===== src/rtl/lock_sup_pkg.sv =====
package lock_sup_pkg;

    localparam int LOCK_FW      = 4;
    localparam int WAIT_FW      = 5;
    localparam int TOL_FW       = 3;
    localparam int LOCK_OFS     = 2;
    localparam int TOL_OFS      = 1;
    localparam int NUM_COPIES   = 3;

    localparam int LOCK_EXP_MAX = (1 << LOCK_FW) - 1 + LOCK_OFS;
    localparam int WAIT_EXP_MAX = (1 << WAIT_FW) - 1;
    localparam int RUN_W        = ((LOCK_EXP_MAX > WAIT_EXP_MAX) ? LOCK_EXP_MAX : WAIT_EXP_MAX) + 1;
    localparam int TALLY_W      = (1 << TOL_FW) - 1 + TOL_OFS + 1;

    typedef enum logic [1:0] {
        ST_OOL    = 2'b00,
        ST_LOCKED = 2'b01,
        ST_READY  = 2'b10,
        ST_TXCNT  = 2'b11
    } link_st_e;

    typedef struct packed {
        logic [LOCK_FW-1:0] lock_time;
        logic [WAIT_FW-1:0] wait_time;
        logic [TOL_FW-1:0]  loss_tol;
        logic               soft_en;
        logic               count_en;
        logic               force_lock;
    } sup_cfg_t;

    // terminal value of the lock run counter: 2^(f+2) - 1
    function automatic logic [RUN_W-1:0] lock_terminal(input logic [LOCK_FW-1:0] f);
        return (RUN_W'(1) << (int'(f) + LOCK_OFS)) - RUN_W'(1);
    endfunction

    // terminal value of the wait run counter: 2^f - 1
    function automatic logic [RUN_W-1:0] wait_terminal(input logic [WAIT_FW-1:0] f);
        return (RUN_W'(1) << int'(f)) - RUN_W'(1);
    endfunction

    // terminal value of the bad-cycle tally: 2^(f+1) - 1
    function automatic logic [TALLY_W-1:0] tol_terminal(input logic [TOL_FW-1:0] f);
        return (TALLY_W'(1) << (int'(f) + TOL_OFS)) - TALLY_W'(1);
    endfunction

    function automatic logic [1:0] majority3(input logic [1:0] a,
                                             input logic [1:0] b,
                                             input logic [1:0] c);
        return (a & b) | (b & c) | (a & c);
    endfunction

endpackage


===== src/rtl/lock_sup_run_ctr.sv =====
module lock_sup_run_ctr #(
    parameter int W = 32
) (
    input  logic         clk,
    input  logic         rst,
    input  logic         clear,
    input  logic         inc,
    input  logic [W-1:0] terminal,
    output logic         hit
);

    logic [W-1:0] run_q;

    assign hit = inc && !clear && (run_q == terminal);

    always_ff @(posedge clk) begin
        if (rst || clear || hit) begin
            run_q <= '0;
        end else if (inc) begin
            run_q <= run_q + W'(1);
        end
    end

endmodule


===== src/rtl/lock_sup_soft_mon.sv =====
module lock_sup_soft_mon #(
    parameter int GOOD_RUN = 1024,
    parameter int TW       = 9
) (
    input  logic          clk,
    input  logic          rst,
    input  logic          active,
    input  logic          lock_ok,
    input  logic          soft_en,
    input  logic [TW-1:0] tol_term,
    output logic          loss
);

    localparam int GW = (GOOD_RUN > 1) ? $clog2(GOOD_RUN) : 1;
    localparam logic [GW-1:0] GOOD_TERM = GW'(GOOD_RUN - 1);

    logic [TW-1:0] tally_q;
    logic [GW-1:0] good_q;
    logic          tally_full;

    assign tally_full = (tally_q == tol_term);
    assign loss       = active && !lock_ok && (!soft_en || tally_full);

    always_ff @(posedge clk) begin
        if (rst || !active) begin
            tally_q <= '0;
            good_q  <= '0;
        end else if (!lock_ok) begin
            good_q  <= '0;
            tally_q <= loss ? '0 : tally_q + TW'(1);
        end else if (good_q == GOOD_TERM) begin
            good_q  <= '0;
            tally_q <= '0;
        end else begin
            good_q  <= good_q + GW'(1);
        end
    end

endmodule


===== src/rtl/lock_sup_tmr_state.sv =====
module lock_sup_tmr_state
    import lock_sup_pkg::*;
(
    input  logic       clk,
    input  logic       rst,
    input  link_st_e   next_st,
    output link_st_e   voted_st,
    output logic [1:0] copy_a,
    output logic [1:0] copy_b,
    output logic [1:0] copy_c
);

    logic [1:0] copy_q [NUM_COPIES];

    for (genvar g = 0; g < NUM_COPIES; g++) begin : g_copy
        always_ff @(posedge clk) begin
            if (rst) begin
                copy_q[g] <= ST_OOL;
            end else begin
                copy_q[g] <= next_st;
            end
        end
    end

    assign copy_a   = copy_q[0];
    assign copy_b   = copy_q[1];
    assign copy_c   = copy_q[2];
    assign voted_st = link_st_e'(majority3(copy_q[0], copy_q[1], copy_q[2]));

endmodule


===== src/rtl/lock_sup_loss_ctr.sv =====
module lock_sup_loss_ctr #(
    parameter int W = 8
) (
    input  logic         clk,
    input  logic         rst,
    input  logic         event_in,
    output logic [W-1:0] count
);

    localparam logic [W-1:0] FULL = {W{1'b1}};

    always_ff @(posedge clk) begin
        if (rst) begin
            count <= '0;
        end else if (event_in && (count != FULL)) begin
            count <= count + W'(1);
        end
    end

endmodule


===== src/rtl/lock_sup_top.sv =====
module lock_sup_top
    import lock_sup_pkg::*;
#(
    parameter int GOOD_RUN = 1024,
    parameter int LOSS_W   = 8
) (
    input  logic              clk,
    input  logic              rst,
    input  logic              instant_lock,
    input  logic [3:0]        cfg_lock_time,
    input  logic [4:0]        cfg_wait_time,
    input  logic [2:0]        cfg_loss_tol,
    input  logic              cfg_soft_en,
    input  logic              cfg_count_en,
    input  logic              cfg_force_lock,
    output logic [1:0]        state_code,
    output logic [1:0]        state_copy_a,
    output logic [1:0]        state_copy_b,
    output logic [1:0]        state_copy_c,
    output logic              link_ready,
    output logic              send_idle,
    output logic [LOSS_W-1:0] loss_count
);

    sup_cfg_t         cfg;
    link_st_e         cur_st;
    link_st_e         nxt_st;
    logic             lock_ok;
    logic             in_qual;
    logic             qual_hit;
    logic             loss;
    logic [RUN_W-1:0] run_term;

    assign cfg = '{lock_time:  cfg_lock_time,
                   wait_time:  cfg_wait_time,
                   loss_tol:   cfg_loss_tol,
                   soft_en:    cfg_soft_en,
                   count_en:   cfg_count_en,
                   force_lock: cfg_force_lock};

    assign lock_ok  = instant_lock || cfg.force_lock;
    assign in_qual  = (cur_st == ST_OOL) || (cur_st == ST_LOCKED);
    assign run_term = (cur_st == ST_OOL) ? lock_terminal(cfg.lock_time)
                                         : wait_terminal(cfg.wait_time);

    lock_sup_run_ctr #(.W(RUN_W)) run_i (
        .clk      (clk),
        .rst      (rst),
        .clear    (!in_qual || !lock_ok),
        .inc      (in_qual && lock_ok),
        .terminal (run_term),
        .hit      (qual_hit)
    );

    lock_sup_soft_mon #(.GOOD_RUN(GOOD_RUN), .TW(TALLY_W)) mon_i (
        .clk      (clk),
        .rst      (rst),
        .active   (cur_st != ST_OOL),
        .lock_ok  (lock_ok),
        .soft_en  (cfg.soft_en),
        .tol_term (tol_terminal(cfg.loss_tol)),
        .loss     (loss)
    );

    always_comb begin
        nxt_st = cur_st;
        unique case (cur_st)
            ST_OOL: begin
                if (qual_hit) nxt_st = ST_LOCKED;
            end
            ST_LOCKED: begin
                if (loss)          nxt_st = ST_OOL;
                else if (qual_hit) nxt_st = cfg.count_en ? ST_TXCNT : ST_READY;
            end
            ST_TXCNT: begin
                nxt_st = loss ? ST_OOL : ST_READY;
            end
            ST_READY: begin
                if (loss) nxt_st = ST_OOL;
            end
            default: nxt_st = ST_OOL;
        endcase
    end

    lock_sup_tmr_state st_i (
        .clk      (clk),
        .rst      (rst),
        .next_st  (nxt_st),
        .voted_st (cur_st),
        .copy_a   (state_copy_a),
        .copy_b   (state_copy_b),
        .copy_c   (state_copy_c)
    );

    lock_sup_loss_ctr #(.W(LOSS_W)) loss_i (
        .clk      (clk),
        .rst      (rst),
        .event_in (loss),
        .count    (loss_count)
    );

    assign state_code = cur_st;
    assign link_ready = (cur_st == ST_READY);
    assign send_idle  = in_qual;

endmodule


===== config.mk =====
export PLATFORM = sky130hd
export DESIGN_NAME = lock_sup_top
export DESIGN_NICKNAME = d
export VERILOG_FILES = /design/src/rtl/lock_sup_pkg.sv /design/src/rtl/lock_sup_run_ctr.sv /design/src/rtl/lock_sup_soft_mon.sv /design/src/rtl/lock_sup_tmr_state.sv /design/src/rtl/lock_sup_loss_ctr.sv /design/src/rtl/lock_sup_top.sv
export SDC_FILE = /design/constraint.sdc
export NUM_CORES = 1
export LEC_CHECK = 0
export CAP_MARGIN = 10
export CORE_UTILIZATION = 32
export CTS_BUF_LIST = sky130_fd_sc_hd__clkbuf_8
export CTS_CLUSTER_DIAMETER = 200
export CTS_CLUSTER_SIZE = 14
export DETAILED_ROUTE_END_ITERATION = 12
export PLACE_DENSITY_LB_ADDON = 0.15
export SLEW_MARGIN = 0
export SYNTH_ARGS = -nofsm -noshare
export SYNTH_HDL_FRONTEND = slang
export SYNTH_SLANG_ARGS = --single-unit

===== constraint.sdc =====
create_clock -name clk -period 4 [get_ports clk]
set_clock_uncertainty 0.1 [all_clocks]
set_input_delay 0.8 -clock clk [delete_from_list [all_inputs] [get_ports clk]]
set_output_delay 0.8 -clock clk [all_outputs]
set_load 0.02 [all_outputs]

==> flow_summary.ini, run 1 <==
[status]
status = complete, no violations

[place]
dpl_worst_slack_ns = -0.769
hpwl_microns = 13400
dp_cells = 965
place_area_sq_um = 6500
port_buffers = 35
globalplace.congestion = 0.970

[hold_path]
hp-class = flop to flop

[synthesis]
synthCells = 641
yosys.area.top_type = dfxtp_1
synthTopCellsByCount = nand2_1, dfxtp_1, nor2_1, xnor2_1
synthesis.nets = 668
synth.area.top_cells = dfxtp_1, xnor2_1, nor3_2, xor2_1, nand2_1
ys.flop_type = dfxtp_1
synth_seq_area_share = 0.238
avgSynthCellArea_sq_um = 7.99
ys_types = 86
ys_async_sr_fraction = 0
synth.most_common_cell = nand2_1
synth-seq-cells = 61
ys_warn_count = 0
yosysTopAreaCellShare = 0.238
synth_edf_count = 0
syn_area_sq_um = 5120

[run]
max_cap_violations = 0

[layout]
fin_cells = 996
syn_to_final_growth_pct = 36.5
final_area_sq_um = 6990
nNetsFinal = 807
antenna_cells = 0
n_fill_cell = 1585
layout-drive-gt1-share = 0.302
final_util = 0.453

[setup_path]
cp.required_ns = 4.21
critPathMaxStageDelay_ns = 0.32
path_class = input port to flop
path_delay_family = compound AO/OA/AOI/OAI gates
cp-start-kind = input port
cp_max_fo = 9
crit_buf_inv = 6
worst_path_most_repeated_cell = buf_4
cpMaxStageDelayCell = a222oi_1
crit_chain = buf_2 > ha_4 > nor3_2 > a22o_1 > nand2_2 > ha_4 > inv_1 > a221o_1 > a222oi_1 > buf_4 > buf_4 > mux2i_1 > nor2b_1 > nor2_1 > nand4b_1 > nor4_4 > buf_4 > buf_12 > o211a_1
end_kind = flop
worst-endpoint-arrival_ns = 4.06

[grt]
grt.overflow.total = 0
grt_pass1_wl_microns = 28500
antenna_found_initial = 0
grt_pass1_vias = 5474
grt_max_degree = 33
grt_usage = 0.226

[timing]
setup_viol = 0
period_minus_slack_ns = 3.85
timing.hold.ws_ns = 0.367
slew_headroom = 0.523
finalHoldViolCount = 0
tns_ns = 0
slew_violations = 0
fin_crit_sh = 0.963
worst_pin_slew_ns = 0.713
fin_ws_ns = 0.149
timing.fmax_ghz = 0.260
rsz0062_at_grt = no

[floorplan]
io_pins = 36
dieArea_sq_um = 16500
initial_core_util = 0.332
die_w_microns = 129
coreArea_sq_um = 15400
die_h_microns = 129
rows = 45

[clocking]
cts.sink_count = 61
clock-root-buffer = clkbuf_8
cts_max_level = 3
clkLatencyLatePin_ns = 0.37
cts_tree = built
clk_pin_slew_worst_paths_ns = 0.08
cts_buffers = 9
clk_path_buf_depth = 2

[routing]
viasPerCell = 5.35
wl_per_cell_microns = 17.6
finalWirelength_microns = 17600
vias = 5327
drt_iter0_markers = 274
dr_wl_met2_microns = 8360
met1Wirelength_microns = 7770
dr.pass1.iters = 5
route.met3.wl_microns = 739
drc = 0
dr.max_layer_used = met4
ant_nets = 0

[power]
p_leak_nw = 2.65
power_mw = 1.71
vdd_drop_max_v = 0.000184
p_per_area_nw_per_um2 = 245
power breakdown:
group / switching, mW / total, mW / internal (mW) / leakage (nW)
Clock: 0.292 / 0.645 / 0.353 / 0.106
Sequential: 0.00254 / 0.611 / 0.608 / 0.493
Combinational: 0.235 / 0.455 / 0.220 / 2.05
Total: 0.530 / 1.71 / 1.18 / 2.65
path summary, 6_finish.rpt:
path | from | endpoint | slack (ns) | cells past startpoint
max | cfg_lock_time[2] | st_i.copy_q[2][1] | 0.15 | 19
min | mon_i.good_q[0] | mon_i.good_q[0] | 0.37 | 1
max reg2reg | st_i.copy_q[2][0] | st_i.copy_q[2][1] | 0.22 | 18
min reg2reg | mon_i.good_q[0] | mon_i.good_q[0] | 0.37 | 1
layout make-up:
type	count	area, sq um	area share
inverter	12	45.0	0.00644
clock buffer	9	124	0.0177
timing repair buffer	165	1380	0.198
tap	211	264	0.0378
clock inverter	7	97.6	0.0140
sequential	61	1220	0.175
multi-input combinational	531	3850	0.551
layout by cell type, fill, tap and decap left out, types with 7 or more instances in the layout:
cell type / n
a21oi_1: 23
and3_1: 15
and4_1: 7
buf_4: 126
clkbuf_8: 9
clkdlybuf4s50_1: 23
dfxtp_1: 59
dlymetal6s2s_1: 7
inv_1: 10
nand2_1: 59
nand3_1: 29
nand4_1: 19
nor2_1: 56
nor3_1: 17
nor3_2: 31
o21a_1: 7
o21ai_0: 26
xnor2_1: 51
xor2_1: 29
logic make-up (layout without fill, tap and decap cells):
| logic type | Yosys count | count (layout) | synth area share |
|---|---|---|---|
| buffers and inverters | 49 | 193 | 0.0555 |
| flip-flops | 61 | 61 | 0.238 |
| adder cells (fa/ha/maj) | 9 | 9 | 0.0220 |
| AND/OR/NAND/NOR | 296 | 296 | 0.333 |
| XOR/XNOR | 84 | 84 | 0.148 |
| AO/OA/AOI/OAI | 136 | 136 | 0.192 |
| multiplexers | 6 | 6 | 0.0120 |
layer usage:
metal	up-vias	GRT usage
li1	2606	-
met1	2521	0.272
met2	147	0.388
met3	53	0.0395
met4	0	0.111
met5	-	0
repair_timing:
item / in CTS / in global routing
gates cloned: 3 / 0
gates resized for setup: 24 / 24
setup buffers: 8 / 5
endpoints found under the setup margin: 34 / 44
hold buffers: 0 / 0
pin swaps: 12 / 17
sequential cells by signal, indices dropped and copies added, names as in the netlist:
signal	cells
run_i.run_q	32
mon_i.good_q	10
mon_i.tally_q	9
loss_i.count	8
st_i.copy_q	2
Note: power is estimated with default switching activity, not from simulation.
==> run 2: changes to the inputs <==
- CORE_UTILIZATION: 32 -> 35
==> flow_summary.ini, run 2 (synthesis gave the netlist of run 1 again) <==
[clocking]
clock-root-buffer = clkbuf_8
cts_max_level = 3
hold_buffers = 0
cts.sink_count = 61
cts_buffers = 9
clk_path_buf_depth = 2
clkLatencyLatePin_ns = 0.35
cts_tree = built
clk_pin_slew_worst_paths_ns = 0.06

[place]
hpwl_microns = 12900
dpl_worst_slack_ns = -0.729
globalplace.congestion = 0.968
port_buffers = 35

[timing]
fin_crit_sh = 0.995
worst_pin_slew_ns = 1.02
finalHoldViolCount = 0
period_minus_slack_ns = 3.98
timing.hold.ws_ns = 0.369
setup_viol = 0
slew_violations = 0
timing.fmax_ghz = 0.251
slew_headroom = 0.320
rsz0062_at_grt = yes
fin_ws_ns = 0.0199

[power]
power_mw = 1.66
vdd_drop_max_v = 0.000265
p_leak_nw = 2.74
p_per_area_nw_per_um2 = 234

[setup_path]
crit_buf_inv = 5
r2r_slack_ns = 0.12
r2r-start = st_i.copy_q[2][1]
path_class = input port to flop
reg2reg_depth = 17
path_delay_family = simple AND/OR/NAND/NOR gates
cp.required_ns = 4.09
cp-start-kind = input port
cp-endpoint = run_i.run_q[23]
worst-endpoint-arrival_ns = 4.07
cp-startpoint = cfg_lock_time[2]
worst-path-stages = 18
cpMaxStageDelayCell = or4_1
end_kind = flop
crit_chain = buf_8 > ha_4 > nor3_4 > a22o_4 > nand2_4 > ha_4 > inv_2 > a221o_1 > a22oi_2 > nand2_2 > or4_1 > nand3_2 > nand3_2 > nor4_4 > buf_4 > buf_6 > clkbuf_16 > nor3_2
r2r-end = run_i.run_q[23]
cp_max_fo = 4
critPathMaxStageDelay_ns = 0.55

[layout]
final_util = 0.504
largest-register = run_i.run_q
n_fill_cell = 1337
syn_to_final_growth_pct = 38.7
reg_top3 = run_i.run_q (32), mon_i.good_q (10), mon_i.tally_q (9)
layout_commonest_cell = buf_4
antenna_cells = 0
largest_reg_flops = 32
nNetsFinal = 818
layout-drive-gt1-share = 0.310
final_cell_mix = buf_4, nand2_1, dfxtp_1

[grt]
grt_usage = 0.237
grt.overflow.total = 0
grt_max_degree = 33
antenna_found_initial = 0
grt_pass1_wl_microns = 27200
grt_pass1_vias = 5252

[routing]
viasPerCell = 5.58
finalWirelength_microns = 17000
drt_iter0_markers = 452
drc = 0
wl_per_cell_microns = 17.5
vias = 5447
dr.pass1.iters = 6
ant_nets = 0

[floorplan]
dieArea_sq_um = 15100
initial_core_util = 0.363
die_h_microns = 123
io_pins = 36
die_w_microns = 123
coreArea_sq_um = 14100
rows = 43

[hold_path]
hp-class = flop to flop

[run]
max_cap_violations = 0

[status]
status = complete, no violations
run 2: cell types whose count changed in the layout (fill, tap and decap cells not counted), sizes merged:
cell / previous run / this run
buf: 132 / 142
bufinv: 2 / 1
clkbuf: 10 / 13
clkinvlp: 2 / 0
inv: 13 / 14
run 2: layout make-up:
cell class,instances,area [sq um],area share
clock buffer,11,151,0.0213
clock inverter,5,51.3,0.00722
inverter,12,45.0,0.00634
multi-input combinational,531,3880,0.546
sequential,61,1220,0.172
tap,180,225,0.0317
timing repair buffer,176,1530,0.215
run 2: worst min-delay path by stage:
| stage | start | endpoint | slack, ns | cells after the start |
|---|---|---|---|---|
| after global routing | mon_i.good_q[0] | mon_i.good_q[0] | 0.41 | 1 |
| after floorplan | mon_i.good_q[0] | mon_i.good_q[0] | 0.33 | 1 |
| after global placement | mon_i.good_q[0] | mon_i.good_q[0] | 0.35 | 1 |
| after detailed placement | mon_i.good_q[0] | mon_i.good_q[0] | 0.36 | 1 |
| final | mon_i.good_q[0] | mon_i.good_q[0] | 0.37 | 1 |
| after CTS | mon_i.good_q[0] | mon_i.good_q[0] | 0.38 | 1 |
run 2: metrics by stage:
| step | instances | cell area, sq um | TNS (ns) |
|---|---|---|---|
| 2_1_floorplan | 641 | 5290 | -0.0705 |
| 3_3_place_gp | 937 | 6490 | -24.06 |
| 3_5_place_dp | 937 | 6490 | -26.63 |
| 4_1_cts | 968 | 6910 | -0.0164 |
| 5_1_grt | 976 | 7100 | -1.91 |
| 6_report | 976 | 7100 | 0 |
run 2: layer usage:
layer	GRT usage	up-vias	routed length (microns)
met1	0.328	2598	8110
met2	0.368	178	7560
met3	0.0457	33	985
met5	0	-	0
li1	-	2638	-
met4	0.0755	0	388
run 2: repair_timing:
item                                    in CTS  in global routing
endpoints found under the hold margin        0                  0
endpoints found under the setup margin      37                 47
pin swaps                                   10                 23
gates resized for setup                     20                 41
buffers inserted                            12                  9
cloned                                       3                  1
run 2: report_power, final:
| group | internal, mW | total [mW] | switching (mW) |
|---|---|---|---|
| Clock | 0.317 | 0.570 | 0.253 |
| Sequential | 0.609 | 0.612 | 0.00341 |
| Combinational | 0.239 | 0.482 | 0.243 |
